## config.mk

```make
export PLATFORM = sky130hd
export DESIGN_NAME = i2c_byte_engine
export DESIGN_NICKNAME = d
export VERILOG_FILES = /design/src/rtl/i2c_eng_pkg.sv /design/src/rtl/i2c_qtr_timer.sv /design/src/rtl/i2c_sda_sync.sv /design/src/rtl/i2c_byte_engine.sv
export SDC_FILE = /design/constraint.sdc
export NUM_CORES = 1
export LEC_CHECK = 0
export ABC_AREA = 1
export BUFFER_PORTS_ARGS = -buffer_cell sky130_fd_sc_hd__buf_2
export CAP_MARGIN = 25
export CORE_ASPECT_RATIO = 1.1
export CORE_MARGIN = 2
export CORE_UTILIZATION = 65
export CTS_BUF_LIST = sky130_fd_sc_hd__clkbuf_4 sky130_fd_sc_hd__clkbuf_8
export CTS_CLUSTER_DIAMETER = 40
export DETAILED_ROUTE_END_ITERATION = 10
export PLACE_DENSITY = 0.95
export SYNTH_ARGS = -nofsm -noshare
export SYNTH_HDL_FRONTEND = slang
export SYNTH_SLANG_ARGS = --single-unit
```

## constraint.sdc

```tcl
create_clock -name clk -period 4.3 [get_ports clk]
set_input_delay 0.43 -clock clk [delete_from_list [all_inputs] [get_ports clk]]
set_output_delay 0.43 -clock clk [all_outputs]
set_load 0.01 [all_outputs]
```

## src/rtl/i2c_eng_pkg.sv

```systemverilog
package i2c_eng_pkg;
    typedef enum logic [2:0] {
        OP_NONE    = 3'd0,
        OP_RECOVER = 3'd1,
        OP_START   = 3'd2,
        OP_STOP    = 3'd3,
        OP_WRITE   = 3'd4,
        OP_READ    = 3'd5
    } op_e;

    typedef enum logic [2:0] {
        S_IDLE, S_RECOV, S_START, S_STOP, S_WBIT, S_WACK, S_RBIT, S_RACK
    } state_e;

    localparam int BYTE_BITS    = 8;
    localparam int RECOV_PULSES = 9;
    localparam int CNT_W        = $clog2(RECOV_PULSES + 1);
endpackage

```

## src/rtl/i2c_qtr_timer.sv

```systemverilog
module i2c_qtr_timer #(
    parameter int QW = 12
) (
    input  logic          clk,
    input  logic          rst_n,
    input  logic          clr,
    input  logic          run,
    input  logic [QW-1:0] len,
    output logic          tick
);
    logic [QW-1:0] cnt;
    logic [QW-1:0] lim;

    assign lim  = (len == '0) ? '0 : len - 1'b1;
    assign tick = run && (cnt == lim);

    always_ff @(posedge clk or negedge rst_n) begin
        if (!rst_n)
            cnt <= '0;
        else if (clr || tick)
            cnt <= '0;
        else if (run)
            cnt <= cnt + 1'b1;
    end


    cnt_range_chk: assert property (@(posedge clk) disable iff (!rst_n)
        (run && $stable(len)) |-> (cnt <= lim));
endmodule

```

## src/rtl/i2c_sda_sync.sv

```systemverilog
module i2c_sda_sync (
    input  logic clk,
    input  logic rst_n,
    input  logic d,
    output logic q
);
    logic meta;

    always_ff @(posedge clk or negedge rst_n) begin
        if (!rst_n) begin
            meta <= 1'b1;
            q    <= 1'b1;
        end else begin
            meta <= d;
            q    <= meta;
        end
    end
endmodule

```

## src/rtl/i2c_byte_engine.sv

```systemverilog
module i2c_byte_engine
    import i2c_eng_pkg::*;
#(
    parameter int QW = 12
) (
    input  logic                 clk,
    input  logic                 rst_n,
    input  logic [QW-1:0]        qtr_len,
    input  logic                 cmd_valid,
    input  logic [2:0]           cmd_op,
    input  logic [BYTE_BITS-1:0] cmd_wdata,
    input  logic                 cmd_ack_lvl,
    output logic                 busy,
    output logic                 done,
    output logic [BYTE_BITS-1:0] rd_data,
    output logic                 nack,
    output logic                 scl_o,
    output logic                 sda_rel_o,
    input  logic                 sda_i
);
    localparam int LAST_BIT = BYTE_BITS - 1;

    state_e               st, st_n;
    logic [2:0]           q, q_n;
    logic [CNT_W-1:0]     bc, bc_n;
    logic                 fin, accept, op_ok, tick, sda_s;
    logic [BYTE_BITS-1:0] wsh, rsh;
    logic                 ackl;

    assign busy    = (st != S_IDLE);
    assign rd_data = rsh;

    always_comb begin
        unique case (cmd_op)
            OP_RECOVER, OP_START, OP_STOP, OP_WRITE, OP_READ: op_ok = 1'b1;
            default:                                          op_ok = 1'b0;
        endcase
    end

    assign accept = cmd_valid && !busy && op_ok;

    i2c_qtr_timer #(.QW(QW)) u_timer (
        .clk  (clk),
        .rst_n(rst_n),
        .clr  (accept),
        .run  (busy),
        .len  (qtr_len),
        .tick (tick)
    );

    i2c_sda_sync u_sync (
        .clk  (clk),
        .rst_n(rst_n),
        .d    (sda_i),
        .q    (sda_s)
    );

    // next state, quarter index and bit counter
    always_comb begin
        st_n = st;
        q_n  = q;
        bc_n = bc;
        fin  = 1'b0;
        if (accept) begin
            q_n  = '0;
            bc_n = '0;
            unique case (cmd_op)
                OP_RECOVER: st_n = S_RECOV;
                OP_START:   st_n = S_START;
                OP_STOP:    st_n = S_STOP;
                OP_WRITE:   st_n = S_WBIT;
                default:    st_n = S_RBIT;
            endcase
        end else if (busy && tick) begin
            q_n = q + 3'd1;
            unique case (st)
                S_RECOV: if (q == 3'd3) begin
                    q_n = '0;
                    if (bc == CNT_W'(RECOV_PULSES - 1)) begin
                        st_n = S_STOP;
                        bc_n = '0;
                    end else bc_n = bc + 1'b1;
                end
                S_START, S_STOP: if (q == 3'd3) fin = 1'b1;
                S_WBIT: if (q == 3'd3) begin
                    q_n = '0;
                    if (bc == CNT_W'(LAST_BIT)) begin
                        st_n = S_WACK;
                        bc_n = '0;
                    end else bc_n = bc + 1'b1;
                end
                S_RBIT: if (q == 3'd2) begin
                    q_n = '0;
                    if (bc == CNT_W'(LAST_BIT)) begin
                        st_n = S_RACK;
                        bc_n = '0;
                    end else bc_n = bc + 1'b1;
                end
                S_WACK, S_RACK: if (q == 3'd4) fin = 1'b1;
                default: ;
            endcase
            if (fin) begin
                st_n = S_IDLE;
                q_n  = '0;
            end
        end
    end

    // state register
    always_ff @(posedge clk or negedge rst_n) begin
        if (!rst_n) begin
            st <= S_IDLE;
            q  <= '0;
            bc <= '0;
        end else begin
            st <= st_n;
            q  <= q_n;
            bc <= bc_n;
        end
    end

    // outputs: line levels set on entry to each quarter, samples at quarter end
    always_ff @(posedge clk or negedge rst_n) begin
        if (!rst_n) begin
            scl_o     <= 1'b1;
            sda_rel_o <= 1'b1;
            done      <= 1'b0;
            nack      <= 1'b0;
            rsh       <= '0;
            wsh       <= '0;
            ackl      <= 1'b1;
        end else begin
            done <= fin;
            if (accept) begin
                wsh  <= cmd_wdata;
                ackl <= cmd_ack_lvl;
                if (cmd_op == OP_READ) rsh <= '0;
            end
            if (tick && st == S_WBIT && q == 3'd3) wsh <= wsh << 1;
            if (tick && st == S_WACK && q == 3'd3) nack <= sda_s;
            if (tick && st == S_RBIT && q == 3'd1) rsh <= {rsh[BYTE_BITS-2:0], sda_s};
            if (accept || (busy && tick && !fin)) begin
                unique case (st_n)
                    S_RECOV: begin
                        sda_rel_o <= 1'b1;
                        if (q_n == 3'd0) scl_o <= 1'b0;
                        if (q_n == 3'd2) scl_o <= 1'b1;
                    end
                    S_START: begin
                        if (q_n == 3'd1) sda_rel_o <= 1'b1;
                        if (q_n == 3'd2) scl_o     <= 1'b1;
                        if (q_n == 3'd3) sda_rel_o <= 1'b0;
                    end
                    S_STOP: begin
                        if (q_n == 3'd0) scl_o     <= 1'b0;
                        if (q_n == 3'd1) sda_rel_o <= 1'b0;
                        if (q_n == 3'd2) scl_o     <= 1'b1;
                        if (q_n == 3'd3) sda_rel_o <= 1'b1;
                    end
                    S_WBIT: begin
                        if (q_n == 3'd0) scl_o     <= 1'b0;
                        if (q_n == 3'd1) sda_rel_o <= wsh[BYTE_BITS-1];
                        if (q_n == 3'd2) scl_o     <= 1'b1;
                    end
                    S_WACK, S_RACK: begin
                        if (q_n == 3'd0) scl_o     <= 1'b0;
                        if (q_n == 3'd1) sda_rel_o <= (st_n == S_WACK) ? 1'b1 : ackl;
                        if (q_n == 3'd2) scl_o     <= 1'b1;
                        if (q_n == 3'd4) scl_o     <= 1'b0;
                    end
                    S_RBIT: begin
                        sda_rel_o <= 1'b1;
                        if (q_n == 3'd0) scl_o <= 1'b0;
                        if (q_n == 3'd1) scl_o <= 1'b1;
                    end
                    default: ;
                endcase
            end
        end
    end


    done_pulse_chk: assert property (@(posedge clk) disable iff (!rst_n)
        done |=> !done);

    scl_grid_chk: assert property (@(posedge clk) disable iff (!rst_n)
        $changed(scl_o) |-> $past(tick || accept));

    read_release_chk: assert property (@(posedge clk) disable iff (!rst_n)
        (st == S_RBIT) |-> sda_rel_o);

    recov_release_chk: assert property (@(posedge clk) disable iff (!rst_n)
        (st == S_RECOV) |-> sda_rel_o);

    busy_hold_chk: assert property (@(posedge clk) disable iff (!rst_n)
        (busy && !tick) |=> $stable(st));
endmodule

```

* Word-level counts from Yosys, hierarchy flattened
Cells that the tools add are included.
** Word-level totals
- Bits in registers :: 45
- Bits of input ports :: 28
- Output and inout bits :: 13
- Word-level logic and storage cells :: 147
** Cells by class
- $add $sub $neg :: 4
- Equal/unequal tests :: 38
- Mux-type cells :: 55
- Reductions and logical operators :: 37
** Operators with widths (count)
- 3-bit 2-to-1 mux :: 14
- 8-bit 2-to-1 mux :: 5
- 3-bit == test, second input constant :: 12
- 12-bit 2-to-1 mux :: 3
- 3-bit by 2-bit == test with 1-bit output, second input constant :: 10
- 4-bit 2-to-1 mux :: 7
- 1-bit 2-to-1 mux :: 19
- 3-bit by 1-bit == test with 1-bit output, second input constant :: 5
- 3-bit inequality test, second input constant :: 5
- 12-bit by 1-bit adder with 12-bit output, second input constant :: 1
- 12-bit == test :: 1
- 12-bit logical NOT :: 1
- 3-bit one-hot mux with 4 select lines :: 1
- 4-bit one-hot mux with 3 select lines :: 1
- 12-bit by 1-bit subtractor with 12-bit output, second input constant :: 1
- 1-bit logical AND :: 11
- 2-bit nonzero test :: 5
- 2-bit OR reduction :: 5
- 3-bit one-hot mux with 3 select lines :: 1
- 4-bit nonzero test :: 2
- 2-bit inequality test, second input constant :: 3
- 3-bit one-hot mux with 2 select lines :: 1
- 6-bit AND reduction :: 1
- 1-bit one-hot mux with 5 select lines :: 1
- other kinds (16) :: 18

* Depth between registers and ports, before layout
Gate-level depths: netlist of run 1.
- Depth in word-level cells :: 15
- Gate-level depth with buffers :: 24
- Gate-level depth less buffers :: 24

* Modules after synthesis
From an unflattened synthesis of run 1, not the netlist that was laid out.
** Second synthesis, totals
- Cell total of the unflattened synthesis :: 481
- Area, all modules :: 3343.2 µm²
** Modules (own cells, without submodules)
- i2c_byte_engine :: instances 1, cells each 276, area each 2021.9 µm², seq. area each 779.5 µm²
- i2c_qtr_timer :: instances 1, cells each 203, area each 1268.7 µm², seq. area each 300.3 µm²
- i2c_sda_sync :: instances 1, cells each 2, area each 52.6 µm², seq. area each 52.6 µm²

* Least setup slack after synthesis of run 1
Ideal clock, no wire load.
- Path type :: input to register
- Start :: input port qtr_len[0]
- End :: register wsh[0]
- Setup time :: 118 ps
- Arrival :: 2453 ps
- Required time :: 4182 ps
- Path slack :: 1729 ps
- Cell stages on the path :: 18
- Path buffers :: 2
- Cells stage by stage :: inv_1 ha_1 nand2_4 nor2_4 nand2_4 buf_6 nand3b_4 nand2_2 nor2_1 nand3_1 nor2_2 nand2_1 or2_1 buf_2 nand2_4 nor2_1 a21oi_1 inv_1
** On the way
- Cells in the longest elaborated chain, start to end :: 7
- Elaborated cells between the ends (all ways) :: 9
- Classes of those cells :: add/sub (1); eq/ne (1); mux (2); reduce/logical (5)
** RTL lines
- from (decl) :: RTL line i2c_byte_engine.sv:8 : input logic [QW-1:0] qtr_len,
- 12-bit by 1-bit subtractor with 12-bit output or 12-bit logical NOT (tied branches) :: RTL line i2c_qtr_timer.sv:14 : assign lim = (len == '0) ? '0 : len - 1'b1;
- 12-bit 2-to-1 mux (*) :: RTL line i2c_qtr_timer.sv:14
- 12-bit == test (*) :: RTL line i2c_qtr_timer.sv:15 : assign tick = run && (cnt == lim);
- 1-bit logical AND (*) :: RTL line i2c_qtr_timer.sv:15
- 1-bit logical AND (*) (2 in series) :: RTL line i2c_byte_engine.sv:139 : if (tick && st == S_WBIT && q == 3'd3) wsh <= wsh << 1;
- 8-bit 2-to-1 mux or 2-bit nonzero test (tied branches)
- to (signal assigned) :: RTL line i2c_byte_engine.sv:135 : wsh <= cmd_wdata;
- to (signal assigned) :: RTL line i2c_byte_engine.sv:139
- to (decl) :: RTL line i2c_byte_engine.sv:27 : logic [BYTE_BITS-1:0] wsh, rsh;
Mark *: on every way between the ends. The rest lies on a longest branch, timed or not.
A chain may end at the register's enable or synchronous reset.

* Worst setup path in the final report of run 1
- Start :: register st[1]
- End :: register scl_o
** On the way
- Cells in the longest elaborated chain, start to end :: 13
- Elaborated cells between the ends (all ways) :: 59
- Classes of those cells :: eq/ne (18); mux (24); reduce/logical (17)
** RTL lines
- from (decl) :: RTL line i2c_byte_engine.sv:23 : state_e st, st_n;
- from (signal assigned) :: RTL line i2c_byte_engine.sv:116 : st <= st_n;
- 3-bit == test or 3-bit by 2-bit == test with 1-bit output (tied branches) :: RTL line i2c_byte_engine.sv:76 : unique case (st)
- 2-bit OR reduction :: RTL line i2c_byte_engine.sv:76
- 1-bit one-hot mux with 2 select lines :: RTL line i2c_byte_engine.sv:76
- 1-bit 2-to-1 mux :: RTL line i2c_byte_engine.sv:74 : end else if (busy && tick) begin
- 1-bit 2-to-1 mux :: RTL line i2c_byte_engine.sv:64 : if (accept) begin
- 3-bit 2-to-1 mux :: RTL line i2c_byte_engine.sv:102 : if (fin) begin
- 3-bit 2-to-1 mux :: RTL line i2c_byte_engine.sv:74
- 3-bit 2-to-1 mux :: RTL line i2c_byte_engine.sv:64
- 3-bit logical NOT
- 1-bit 2-to-1 mux
- 1-bit 2-to-1 mux :: RTL line i2c_byte_engine.sv:157 : if (q_n == 3'd2) scl_o <= 1'b1;
- 1-bit 2-to-1 mux :: RTL line i2c_byte_engine.sv:169 : if (q_n == 3'd4) scl_o <= 1'b0;
- 1-bit one-hot mux with 4 select lines :: RTL line i2c_byte_engine.sv:143 : unique case (st_n)
- to (signal assigned) :: RTL line i2c_byte_engine.sv:146 : if (q_n == 3'd0) scl_o <= 1'b0;
- to (signal assigned) :: RTL line i2c_byte_engine.sv:157
- to (signal assigned) :: RTL line i2c_byte_engine.sv:169
- to (decl) :: RTL line i2c_byte_engine.sv:17 : output logic scl_o,
Parallel ways exist; a longest one is shown, timed or not. The select of a mux whose other input is x is not followed.

==> out/qor.log, run 1 <==
[drt] total DRC errors in the routed layout 0
[setup_path] cell chain of the critical path inv_1 -> nand2_1 -> nor2_1 -> inv_1 -> nand2_1 -> nor2_1 -> nand3_1 -> nor2_1 -> nand3_1 -> nand2_1 -> nand3_1 -> nand2_1 -> o21ai_1 -> nand2_1 -> nand2_1 -> nand2_1 -> nor2_1 -> nor2_1
[clocking] buffer levels on the longest clock path 2
[global_routing] overflow left after global routing 0
[floorplanning] core area 0.00503 mm²
[floorplanning] total number of placement rows 27
[finish] post-route insts no fill 592
[pwr] total power divided by cell area 524 mW/mm²
[floorplanning] floorplan die width 73.1 µm
[synthesis] number of distinct library cell variants in the gate-level netlist after synthesis 39
[setup_path] worst reg2reg endpoint scl_o
[clocking] clk sinks 45
[pwr] leak pwr 0.00202 µW
[drt] overall via count from detail_route 3364
[synthesis] summed instance area of the synthesized netlist 0.00341 mm²
[global_routing] initial antenna violation count 0
[setup_path] startpoint of the most critical register-to-register path st[1]
[sta] slew margin rel. 61.5%
[setup_path] kind of critical path register to register
[drt] wire length per cell after detailed routing 13.4 µm
[global_routing] via count of the first global-routing pass 3213
[setup_path] crit-path max FO 15
[clocking] number of setup buffers added after CTS 0
[setup_path] logic depth of the worst path, buffers included 18
[placement] RD Place Congestion 0.925
[finish] count of inserted antenna diode cells 0
[setup_path] Top Family by Delay on Critical Path simple AND/OR/NAND/NOR gates
[finish] total number of nets in the final design 571
[setup_path] worst path bufs/invs 2
[sta] highest attainable clock frequency 344 MHz
[setup_path] nature of the critical path startpoint register
[sta] actual transition at the worst max-transition pin 0.572 ns
[drt] total wire length after detailed routing 7950 µm
[setup_path] critical path endpoint category register
[sta] Tcrit/Tclk final 67.6%
[synthesis] flip-flop cell with the highest count after synthesis dfrtp_1
[drt] DR pass1 iterations 5
[sta] final number of hold-violating endpoints 0
[synthesis] share of async-settable or async-resettable flops after synthesis 100%
[synthesis] top cells by area in the synthesized netlist dfrtp_1 (29%), nand2_1 (14%), inv_1 (8.4%)
[clocking] htree depth 2
[sta] Worst Clk Skew 0.00420 ns
[setup_path] library cell contributing the largest single delay on the critical path dfrtp_1
[synthesis] synth warn 0
[synthesis] Synthesized Nets 527
[finish] synth-to-layout area growth 11.4%
[synthesis] cell count after synthesis 489
[finish] post-route design area 0.00380 mm²
[global_routing] maximum number of pins on one net before global-route repair 46
[sta] count of pins over their slew limit 0
[drt] initial DRC count 240
[placement] count of buffers from port buffering 40
[placement] standard cell area after detailed placement 0.00365 mm²
[clocking] clock latency on the worst-skew pair 0.30 ns
[synthesis] number of enable flip-flop cells after synthesis 0
[min_path] Min-Delay Path Class input pin to register
[synthesis] Mapped Avg Cell Area 6.98 µm²
[setup_path] cell type with the highest occurrence count on the critical path nand2_1
[synthesis] synthesized flop and latch total 45
[drt] count of nets left with antenna violations after detail routing 0
[placement] total placed cells including tap cells 582
[synthesis] share of synthesized area occupied by flip-flops and latches 33.2%
[sta] Final min period 2.91 ns
[clocking] cts hold-fix bufs 0
[global_routing] all-layer global routing usage 28.5%
[run] max-capacitance violation count 0
[placement] worst slack, placed 1.27 ns
[setup_path] depth of the worst register-to-register path 18
[floorplanning] number of top-level pins 41
[synthesis] most area-hungry cell type in the Yosys netlist dfrtp_1
[sta] Total Negative Setup Slacks 0 ns
[sta] unrepaired setup endpoints after global routing no
[finish] ratio of cells with drive above 1 in the final layout 20.4%
[pwr] peak supply drop 0.403 mV
[floorplanning] die outline area 0.00585 mm²
[floorplanning] effective utilization at floorplan 67.8%
[clocking] TritonCTS buffer count 5
[setup_path] setup slack, reg-to-reg 1.39 ns
[setup_path] timing endpoint of the critical path scl_o
[setup_path] Worst Path Required 4.54 ns
[clocking] clock tree from TritonCTS done
[drt] drt via density 5.68
[clocking] Worst-path clk slew 0.08 ns
[clocking] count of cells resized by post-cts repair 0
[sta] final count of negative-setup-slack endpoints 0
[status] outcome finished, final reports clean
[synthesis] area share of the leading cell type in the synthesized netlist 29.3%
[finish] core occupancy in the finished layout 75.5%
[setup_path] arrival time of the worst setup path 3.14 ns
[clocking] Clk Tree Root Cell clkbuf_8
[setup_path] delay contributed by the slowest stage of the critical path 0.47 ns
[floorplanning] floorplan die height 80.0 µm
[setup_path] source of the critical timing path st[1]
[placement] Final HPWL DP 6140 µm
[sta] least setup slack across all paths after layout 1.39 ns
[global_routing] first-pass GRT wire length 13200 µm
## metal layers
metal  up-vias  GRT usage, %  part of all wire (%)
li1       1656             -                     -
met1      1575          31.9                    40
met2       107          52.5                    53
met3        26          5.30                   4.2
met4         0          10.9                   2.5
met5         -             0                     0
## sequential cells by signal, indices dropped and copies added (netlist names), 3 cells and up
name / count
st: 3
bc: 4
u_timer.cnt: 12
q: 3
wsh: 8
rd_data: 8
## logic make-up after synthesis
| kind of cell | synth area share (%) |
|---|---|
| compound gates | 8.95 |
| simple gates | 41.2 |
| buf+inv | 10.9 |
| flops | 33.2 |
| fa+ha+maj | 3.67 |
| xor+xnor | 2.05 |
## layout by cell type, fill, tap and decap left out, types with 2 or more instances in the layout
| master | synthesis | final |
|---|---|---|
| a21oi_1 | 6 | 6 |
| a31oi_1 | 2 | 2 |
| buf_2 | 2 | 40 |
| clkbuf_8 | 0 | 6 |
| clkinv_2 | 2 | 2 |
| dfrtp_1 | 40 | 40 |
| dfstp_2 | 5 | 5 |
| ha_1 | 10 | 10 |
| inv_1 | 76 | 76 |
| inv_2 | 10 | 10 |
| nand2_1 | 126 | 126 |
| nand2_2 | 8 | 8 |
| nand2_4 | 3 | 3 |
| nand3_1 | 43 | 43 |
| nand3_2 | 12 | 12 |
| nand3b_4 | 2 | 2 |
| nand4_1 | 15 | 15 |
| nand4_2 | 2 | 2 |
| nor2_1 | 53 | 53 |
| nor2_2 | 6 | 6 |
| nor2_4 | 5 | 5 |
| nor3_1 | 5 | 5 |
| o211ai_1 | 2 | 2 |
| o21ai_0 | 18 | 18 |
| o221ai_1 | 6 | 6 |
| o22ai_1 | 8 | 8 |
| xor2_1 | 7 | 7 |
## cell usage after synthesis, types with 3 or more instances
library cell / number
nor2_2: 6
nand2_4: 3
o221ai_1: 6
o22ai_1: 8
nand3_2: 12
dfrtp_1: 40
o21ai_0: 18
nor2_4: 5
dfstp_2: 5
a21oi_1: 6
xor2_1: 7
nor2_1: 53
ha_1: 10
nand4_1: 15
nor3_1: 5
inv_1: 76
nand2_2: 8
nand2_1: 126
nand3_1: 43
inv_2: 10
## final cells by class
cell class,instances,area [µm²]
Multi-Input combinational cell,350,1910
Sequential cell,45,1130
Fill cell,357,1230
Clock inverter,2,37.5
Timing Repair Buffer,43,238
Inverter,88,333
Tap cell,58,72.6
Clock buffer,6,82.6
## worst min path at each step
stage,startpoint,end,slack [ns],depth (start not counted)
after floorplan,rst_n,bc[0],0.13,0
after global placement,u_sync.meta,u_sync.q,0.35,0
after detailed placement,u_sync.meta,u_sync.q,0.35,0
after CTS,sda_i,u_sync.meta,0.22,1
after global routing,sda_i,u_sync.meta,0.21,1
final,sda_i,u_sync.meta,0.23,1
## through the flow
step | power (µW) | hold WS (ns)
2_1_floorplan | 1410 | 0.134
3_3_place_gp | 1600 | 0.347
3_5_place_dp | 1640 | 0.349
4_1_cts | 1980 | 0.216
5_1_grt | 2150 | 0.207
6_report | 1990 | 0.225
## report_power, final
| part | switching, µW | leakage [µW] | total, µW | internal, µW |
|---|---|---|---|---|
| registers | 144 | 0.000542 | 736 | 593 |
| logic | 583 | 0.00142 | 926 | 343 |
| clock network | 142 | 0.0000574 | 331 | 189 |
Power figures use the tool's default switching activity.
==> run 2: changes to the inputs <==
Settings changed: CORE_UTILIZATION 65 to 55, PLACE_DENSITY 0.95 to 0.86.
Clock period 4.3 ns to 2.5 ns, I/O delays scaled along.
==> out/qor.log, run 2 (synthesis gave the netlist of run 1 again) <==
[pwr] portion of total power attributed to the clock network 14.4% [was 16.6%]
[drt] total DRC errors in the routed layout 0 [unchanged]
[placement] count of buffers from port buffering 40 [unchanged]
[floorplanning] floorplan die height 86.6 µm [was 80.0 µm]
[clocking] Clk Tree Root Cell clkbuf_8 [unchanged]
[setup_path] setup slack, reg-to-reg 0.22 ns [was 1.39 ns]
[setup_path] depth of the worst register-to-register path 19 [was 18]
[global_routing] met1 routing resource usage after global routing 29.0% [was 31.9%]
[sta] actual transition at the worst max-transition pin 0.560 ns [was 0.572 ns]
[pwr] proportion of power drawn by flip-flops and latches 36.2% [was 36.9%]
[global_routing] met2 global-route usage 46.8% [was 52.5%]
[finish] post-route design area 0.00402 mm² [was 0.00380 mm²]
[sta] final count of negative-setup-slack endpoints 0 [unchanged]
[finish] count of inserted antenna diode cells 0 [unchanged]
[pwr] part of the total power dissipated in combinational logic 49.4% [was 46.4%]
[setup_path] critical path endpoint category register [unchanged]
[drt] wire length per cell after detailed routing 12.7 µm [was 13.4 µm]
[finish] top register by number of flip-flops u_timer.cnt [unchanged]
[finish] total number of nets in the final design 593 [was 571]
[setup_path] worst path bufs/invs 4 [was 2]
[pwr] NetSw 1500 µW [was 869 µW]
[sta] Worst Clk Skew 0.00925 ns [was 0.00420 ns]
[finish] number of fill cells 530 [was 357]
[placement] total placed cells including tap cells 625 [was 582]
[drt] DR pass1 iterations 4 [was 5]
[clocking] clk sinks 45 [unchanged]
[sta] unrepaired setup endpoints after global routing yes [was no]
[drt] initial DRC count 159 [was 240]
[floorplanning] total number of placement rows 30 [was 27]
[min_path] worst hold path endpoint u_sync.meta [unchanged]
[sta] Total Negative Setup Slacks 0 ns [unchanged]
[placement] worst slack, placed -0.187 ns [was 1.27 ns]
[min_path] start point of the worst hold path sda_i [unchanged]
[clocking] htree depth 2 [unchanged]
[pwr] Internal Pwr Total 1930 µW [was 1120 µW]
[sta] count of pins over their slew limit 0 [unchanged]
[min_path] Min-Delay Path Class input pin to register [unchanged]
[pwr] leak pwr 0.00212 µW [was 0.00202 µW]
[drt] drt via density 5.29 [was 5.68]
[clocking] clock latency on the worst-skew pair 0.30 ns [about the same]
[global_routing] first-pass GRT wire length 13600 µm [was 13200 µm]
[setup_path] Worst Path Required 2.67 ns [was 4.54 ns]
[finish] post-route insts no fill 636 [was 592]
[finish] Sequential cell area 0.00113 mm² [unchanged]
[global_routing] overflow left after global routing 0 [unchanged]
[global_routing] met3 layer usage reported by global route 2.19% [was 5.30%]
[pwr] total power divided by cell area 853 mW/mm² [was 524 mW/mm²]
[global_routing] via count of the first global-routing pass 3191 [was 3213]
[finish] synth-to-layout area growth 17.8% [was 11.4%]
[finish] footprint of the multi-input gates 0.00195 mm² [was 0.00191 mm²]
[clocking] TritonCTS buffer count 5 [unchanged]
[floorplanning] effective utilization at floorplan 56.1% [was 67.8%]
[finish] highest-count cells in the layout ignoring fill and taps nand2_1 (125), inv_1 (76), nor2_1 (52) [was nand2_1 (126), inv_1 (76), nor2_1 (53)]
[placement] standard cell area after detailed placement 0.00384 mm² [was 0.00365 mm²]
[drt] count of nets left with antenna violations after detail routing 0 [unchanged]
[drt] overall via count from detail_route 3364 [unchanged]
[status] outcome finished, final reports clean [unchanged]
[setup_path] worst reg2reg endpoint sda_rel_o [was scl_o]
[setup_path] arrival time of the worst setup path 2.47 ns [was 3.14 ns]
[pwr] proportion of total power due to net switching 43.8% [was 43.6%]
[setup_path] cell chain of the critical path buf_2 -> inv_1 -> ha_2 -> nand2_4 -> nor2_4 -> nand2_8 -> nand3_2 -> nand2_2 -> nor2_2 -> nand3_1 -> nor2_4 -> nand2_2 -> inv_2 -> buf_4 -> nand3_2 -> o21ai_2 -> o22ai_1 [was inv_1 -> nand2_1 -> nor2_1 -> inv_1 -> nand2_1 -> nor2_1 -> nand3_1 -> nor2_1 -> nand3_1 -> nand2_1 -> nand3_1 -> nand2_1 -> o21ai_1 -> nand2_1 -> nand2_1 -> nand2_1 -> nor2_1 -> nor2_1]
[sta] least setup slack across all paths after layout 0.203 ns [was 1.39 ns]
[global_routing] initial antenna violation count 0 [unchanged]
[floorplanning] die outline area 0.00685 mm² [was 0.00585 mm²]
[finish] ratio of cells with drive above 1 in the final layout 24.5% [was 20.4%]
[min_path] hold depth 1 [unchanged]
[sta] slew margin rel. 62.7% [was 61.5%]
[pwr] peak supply drop 0.535 mV [was 0.403 mV]
[sta] final number of hold-violating endpoints 0 [unchanged]
[setup_path] startpoint of the most critical register-to-register path q[0] [was st[1]]
[global_routing] global routing's busiest layer met2 [unchanged]
[finish] most common cell after layout, fill and taps aside nand2_1 [unchanged]
[setup_path] library cell contributing the largest single delay on the critical path ha_2 [was dfrtp_1]
[floorplanning] core area 0.00608 mm² [was 0.00503 mm²]
[setup_path] crit-path max FO 11 [was 15]
[clocking] Worst-path clk slew 0.08 ns [about the same]
[setup_path] delay contributed by the slowest stage of the critical path 0.24 ns [was 0.47 ns]
[clocking] clock tree from TritonCTS done [unchanged]
[finish] max reg flops 12 [unchanged]
[placement] Final HPWL DP 6240 µm [was 6140 µm]
[global_routing] maximum number of pins on one net before global-route repair 46 [unchanged]
[sta] Final min period 2.30 ns
[setup_path] kind of critical path input pin to register [was register to register]
[drt] total wire length after detailed routing 8050 µm [was 7950 µm]
[setup_path] Top Family by Delay on Critical Path simple AND/OR/NAND/NOR gates [unchanged]
[global_routing] all-layer global routing usage 24.4% [was 28.5%]
[setup_path] nature of the critical path startpoint input pin [was register]
[sta] highest attainable clock frequency 435 MHz
[floorplanning] number of top-level pins 41 [unchanged]
[clocking] buffer levels on the longest clock path 2 [unchanged]
[run] max-capacitance violation count 0 [unchanged]
[floorplanning] floorplan die width 79.1 µm [was 73.1 µm]
[sta] Tcrit/Tclk final 91.9%
[pwr] Design Power 3430 µW [was 1990 µW]
[placement] RD Place Congestion 0.944 [was 0.925]
run 2: area by class of cell:
type	count	share of cell area [%]
clock buffers	7	2.40
multi-input cells	351	48.5
repair buffers	64	10.0
inverters	88	8.28
flip-flops and latches	45	28.2
clock inverters	1	0.125
well taps	80	2.49
run 2: through the flow:
stage	util (%)	hold WS [ns]
global route	66.1	0.0363
global placement	63.1	0.346
finish	66.1	0.0455
CTS	64.8	0.0423
floorplan	-	-0.0456
detailed placement	63.1	0.350
run 2: what timing repair did:
action	4_1_cts	5_1_grt
gates resized for setup	0	7
hold buffers	0	1
endpoints found under the hold margin	0	18
endpoints found under the setup margin	0	22
setup buffers	0	0
run 2: worst max-delay path by stage:
stage                    start          to  depth (start not counted)
finish              qtr_len[0]  rd_data[2]                         17
global route        qtr_len[0]   sda_rel_o                         21
CTS                 qtr_len[0]  rd_data[2]                         18
detailed placement  qtr_len[0]  rd_data[2]                         18
global placement    qtr_len[0]  rd_data[0]                         17
floorplan           qtr_len[0]      wsh[0]                         18
run 2: power by group through the flow:
stage	Sequential (µW)	Combinational [µW]	Clock, µW
floorplan	1230	1190	0
global placement	1240	1600	0
detailed placement	1250	1660	0
CTS	1240	1670	501
global route	1280	1920	533
finish	1240	1690	492
run 2: worst reg2reg max path, cell delays in order, from the launching register on:
cell      delay (ns)
dfrtp_1         0.39
ha_1            0.19
ha_1            0.22
nand4_1         0.13
o21ai_0         0.11
nand2_1         0.07
nand3_1         0.06
o21ai_0         0.08
nor2_1          0.14
nand4_2         0.15
nand3_4         0.14
clkinv_2        0.09
nand2_2         0.08
nand2_1         0.05
nand2_1         0.06
nand2_1         0.04
nand2_1         0.08
inv_1           0.04
nand2_1         0.05
nand2_1         0.04
run 2: routing by layer:
layer / vias up / wire length [µm]
met3: 10 / 268
met2: 69 / 4360
li1: 1700 / -
met5: - / 0
met4: 0 / 112
met1: 1585 / 3310
==> run 3: changes to the inputs <==
Clock period 2.5 ns to 2.07 ns, I/O delays scaled along.
==> out/qor.log, run 3 (synthesis gave the netlist of run 1 again) <==
[floorplanning] die outline area 0.00685 mm² [unchanged]
[pwr] peak supply drop 0.889 mV [was 0.535 mV]
[finish] total number of nets in the final design 651 [was 593]
[pwr] proportion of power drawn by flip-flops and latches 30.2% [was 36.2%]
[finish] post-route insts no fill 694 [was 636]
[drt] wire length per cell after detailed routing 15.0 µm [was 12.7 µm]
[placement] standard cell area after detailed placement 0.00417 mm² [was 0.00384 mm²]
[setup_path] kind of critical path register to register [was input pin to register]
[finish] synth-to-layout area growth 40.3% [was 17.8%]
[min_path] Min-Delay Path Class input pin to register [unchanged]
[setup_path] startpoint of the most critical register-to-register path q[0] [unchanged]
[clocking] clock tree from TritonCTS done [unchanged]
[floorplanning] floorplan die height 86.6 µm [unchanged]
[global_routing] initial antenna violation count 0 [unchanged]
[global_routing] first-pass GRT wire length 16600 µm [was 13600 µm]
[floorplanning] number of top-level pins 41 [unchanged]
[run] max-capacitance violation count 0 [unchanged]
[floorplanning] core area 0.00608 mm² [unchanged]
[drt] total wire length after detailed routing 10400 µm [was 8050 µm]
[finish] most common cell after layout, fill and taps aside nand2_1 [unchanged]
[sta] final count of negative-setup-slack endpoints 25 [was 0]
[placement] total placed cells including tap cells 663 [was 625]
[min_path] start point of the worst hold path cmd_wdata[0] [was sda_i]
[pwr] portion of total power attributed to the clock network 15.5% [was 14.4%]
[clocking] buffer levels on the longest clock path 2 [unchanged]
[drt] initial DRC count 263 [was 159]
[pwr] NetSw 2200 µW [was 1500 µW]
[sta] Final min period 2.30 ns
[clocking] Worst-path clk slew 0.08 ns [about the same]
[floorplanning] effective utilization at floorplan 56.1% [unchanged]
[pwr] Design Power 5050 µW [was 3430 µW]
[drt] drt via density 5.65 [was 5.29]
[sta] Tcrit/Tclk final 111%
[sta] actual transition at the worst max-transition pin 0.374 ns [was 0.560 ns]
[sta] highest attainable clock frequency 435 MHz
[sta] Hold WS 0.101 ns [was 0.0455 ns]
[clocking] TritonCTS buffer count 5 [unchanged]
[global_routing] all-layer global routing usage 30.5% [was 24.4%]
[setup_path] depth of the worst register-to-register path 20 [was 19]
[placement] count of buffers from port buffering 40 [unchanged]
[sta] final number of hold-violating endpoints 0 [unchanged]
[setup_path] setup slack, reg-to-reg -0.23 ns [was 0.22 ns]
[status] violations in the final reports setup timing
[sta] least setup slack across all paths after layout -0.230 ns [was 0.203 ns]
[sta] unrepaired setup endpoints after global routing yes [unchanged]
[setup_path] arrival time of the worst setup path 2.55 ns [was 2.47 ns]
[clocking] clk sinks 45 [unchanged]
[floorplanning] total number of placement rows 30 [unchanged]
[drt] count of nets left with antenna violations after detail routing 0 [unchanged]
[clocking] htree depth 2 [unchanged]
[drt] DR pass1 iterations 5 [was 4]
[pwr] part of the total power dissipated in combinational logic 54.3% [was 49.4%]
[setup_path] critical path endpoint category register [unchanged]
[finish] count of inserted antenna diode cells 0 [unchanged]
[clocking] clock latency on the worst-skew pair 0.31 ns [was 0.30 ns]
[placement] Final HPWL DP 6870 µm [was 6240 µm]
[finish] max reg flops 12 [unchanged]
[floorplanning] floorplan die width 79.1 µm [unchanged]
[finish] top register by number of flip-flops u_timer.cnt [unchanged]
[setup_path] crit-path max FO 5 [was 11]
[placement] RD Place Congestion 1.03 [was 0.944]
[sta] slew margin rel. 74.9% [was 62.7%]
[min_path] worst hold path endpoint wsh[0] [was u_sync.meta]
[sta] Worst Clk Skew 0.00409 ns [was 0.00925 ns]
[global_routing] maximum number of pins on one net before global-route repair 46 [unchanged]
[status] outcome finished with violations [was finished, final reports clean]
[pwr] leak pwr 0.00243 µW [was 0.00212 µW]
[sta] count of pins over their slew limit 0 [unchanged]
[setup_path] worst reg2reg endpoint sda_rel_o [unchanged]
[clocking] Clk Tree Root Cell clkbuf_8 [unchanged]
[global_routing] via count of the first global-routing pass 3785 [was 3191]
[drt] overall via count from detail_route 3924 [was 3364]
[setup_path] Worst Path Required 2.32 ns [was 2.67 ns]
[finish] post-route design area 0.00479 mm² [was 0.00402 mm²]
[setup_path] nature of the critical path startpoint register [was input pin]
[min_path] hold depth 3 [was 1]
[pwr] total power divided by cell area 1050 mW/mm² [was 853 mW/mm²]
[pwr] Internal Pwr Total 2850 µW [was 1930 µW]
[finish] highest-count cells in the layout ignoring fill and taps nand2_1 (111), buf_4 (67), inv_1 (66) [was nand2_1 (125), inv_1 (76), nor2_1 (52)]
[finish] ratio of cells with drive above 1 in the final layout 39.7% [was 24.5%]
[drt] total DRC errors in the routed layout 0 [unchanged]
[global_routing] overflow left after global routing 0 [unchanged]
[pwr] proportion of total power due to net switching 43.6% [was 43.8%]
## run 3: cell count changes in the layout (fill, tap and decap cells not counted), moves of 7 or more
cell and change:
buf_4 +45, buf_6 +12, inv_1 -10, inv_2 +7, nand2_1 -14, nand2_2 +12
nor2_1 -11
## run 3: worst max path at each step
| stage | cells past startpoint | from | end | slack, ns |
|---|---|---|---|---|
| global route | 20 | q[0] | sda_rel_o | -0.33 |
| floorplan | 19 | qtr_len[0] | wsh[0] | -0.12 |
| detailed placement | 21 | qtr_len[1] | scl_o | -0.51 |
| global placement | 21 | qtr_len[1] | scl_o | -0.38 |
| finish | 20 | q[0] | sda_rel_o | -0.23 |
| CTS | 19 | qtr_len[0] | scl_o | -0.10 |
## run 3: power groups by stage
stage                     sequential [µW]  combinational (µW)  clock [µW]
after global placement               1490                2100           0
after floorplan                      1490                1440           0
after CTS                            1510                2440         784
after global routing                 1560                2980         827
final                                1530                2740         780
after detailed placement             1510                2180           0
## run 3: stage by stage
step / utilization (%) / TNS, ns / worst slack [ns]
2_1_floorplan: - / -0.569 / -0.116
3_3_place_gp: 68.5 / -10.48 / -0.384
3_5_place_dp: 68.5 / -14.46 / -0.506
4_1_cts: 75.5 / -0.214 / -0.101
5_1_grt: 78.7 / -6.18 / -0.325
6_report: 78.7 / -1.22 / -0.230
## run 3: layout make-up
cell class              count  area [µm²]
well taps                  80         100
repair buffers            122         893
clock inverters             3        65.1
inverters                  88         347
fillers                   388        1290
flip-flops and latches     45        1130
multi-input cells         351        2180
clock buffers               5        68.8
## run 3: critical path, cell delays in order (launching register included)
cell	delay (ns)
dfrtp_1	0.39
buf_6	0.12
ha_4	0.14
ha_4	0.15
nand4_1	0.12
o21ai_1	0.13
nand2_1	0.07
nand3_1	0.06
o21ai_0	0.09
nor2_1	0.14
nand4_2	0.14
nand3_4	0.15
clkinv_4	0.09
nand2_4	0.06
nand2_1	0.05
nand2_1	0.07
nand2_1	0.06
nand2_2	0.07
inv_2	0.03
nand2_1	0.05
nand2_1	0.05
## run 3: layer usage
metal	vias up	wire length, µm	global-route usage [%]
met5	-	0	0
met4	0	520	17.2
met3	63	558	4.69
met2	196	5470	56.8
met1	1844	3880	32.5
li1	1821	-	-
## run 3: what timing repair did
item / 4_1_cts / 5_1_grt
cloned: 1 / 0
hold buffers: 2 / 0
hold endpoints to repair: 41 / 0
pin swaps: 34 / 39
resized for setup: 45 / 38
endpoints found under the setup margin: 31 / 37
setup buffers: 11 / 9
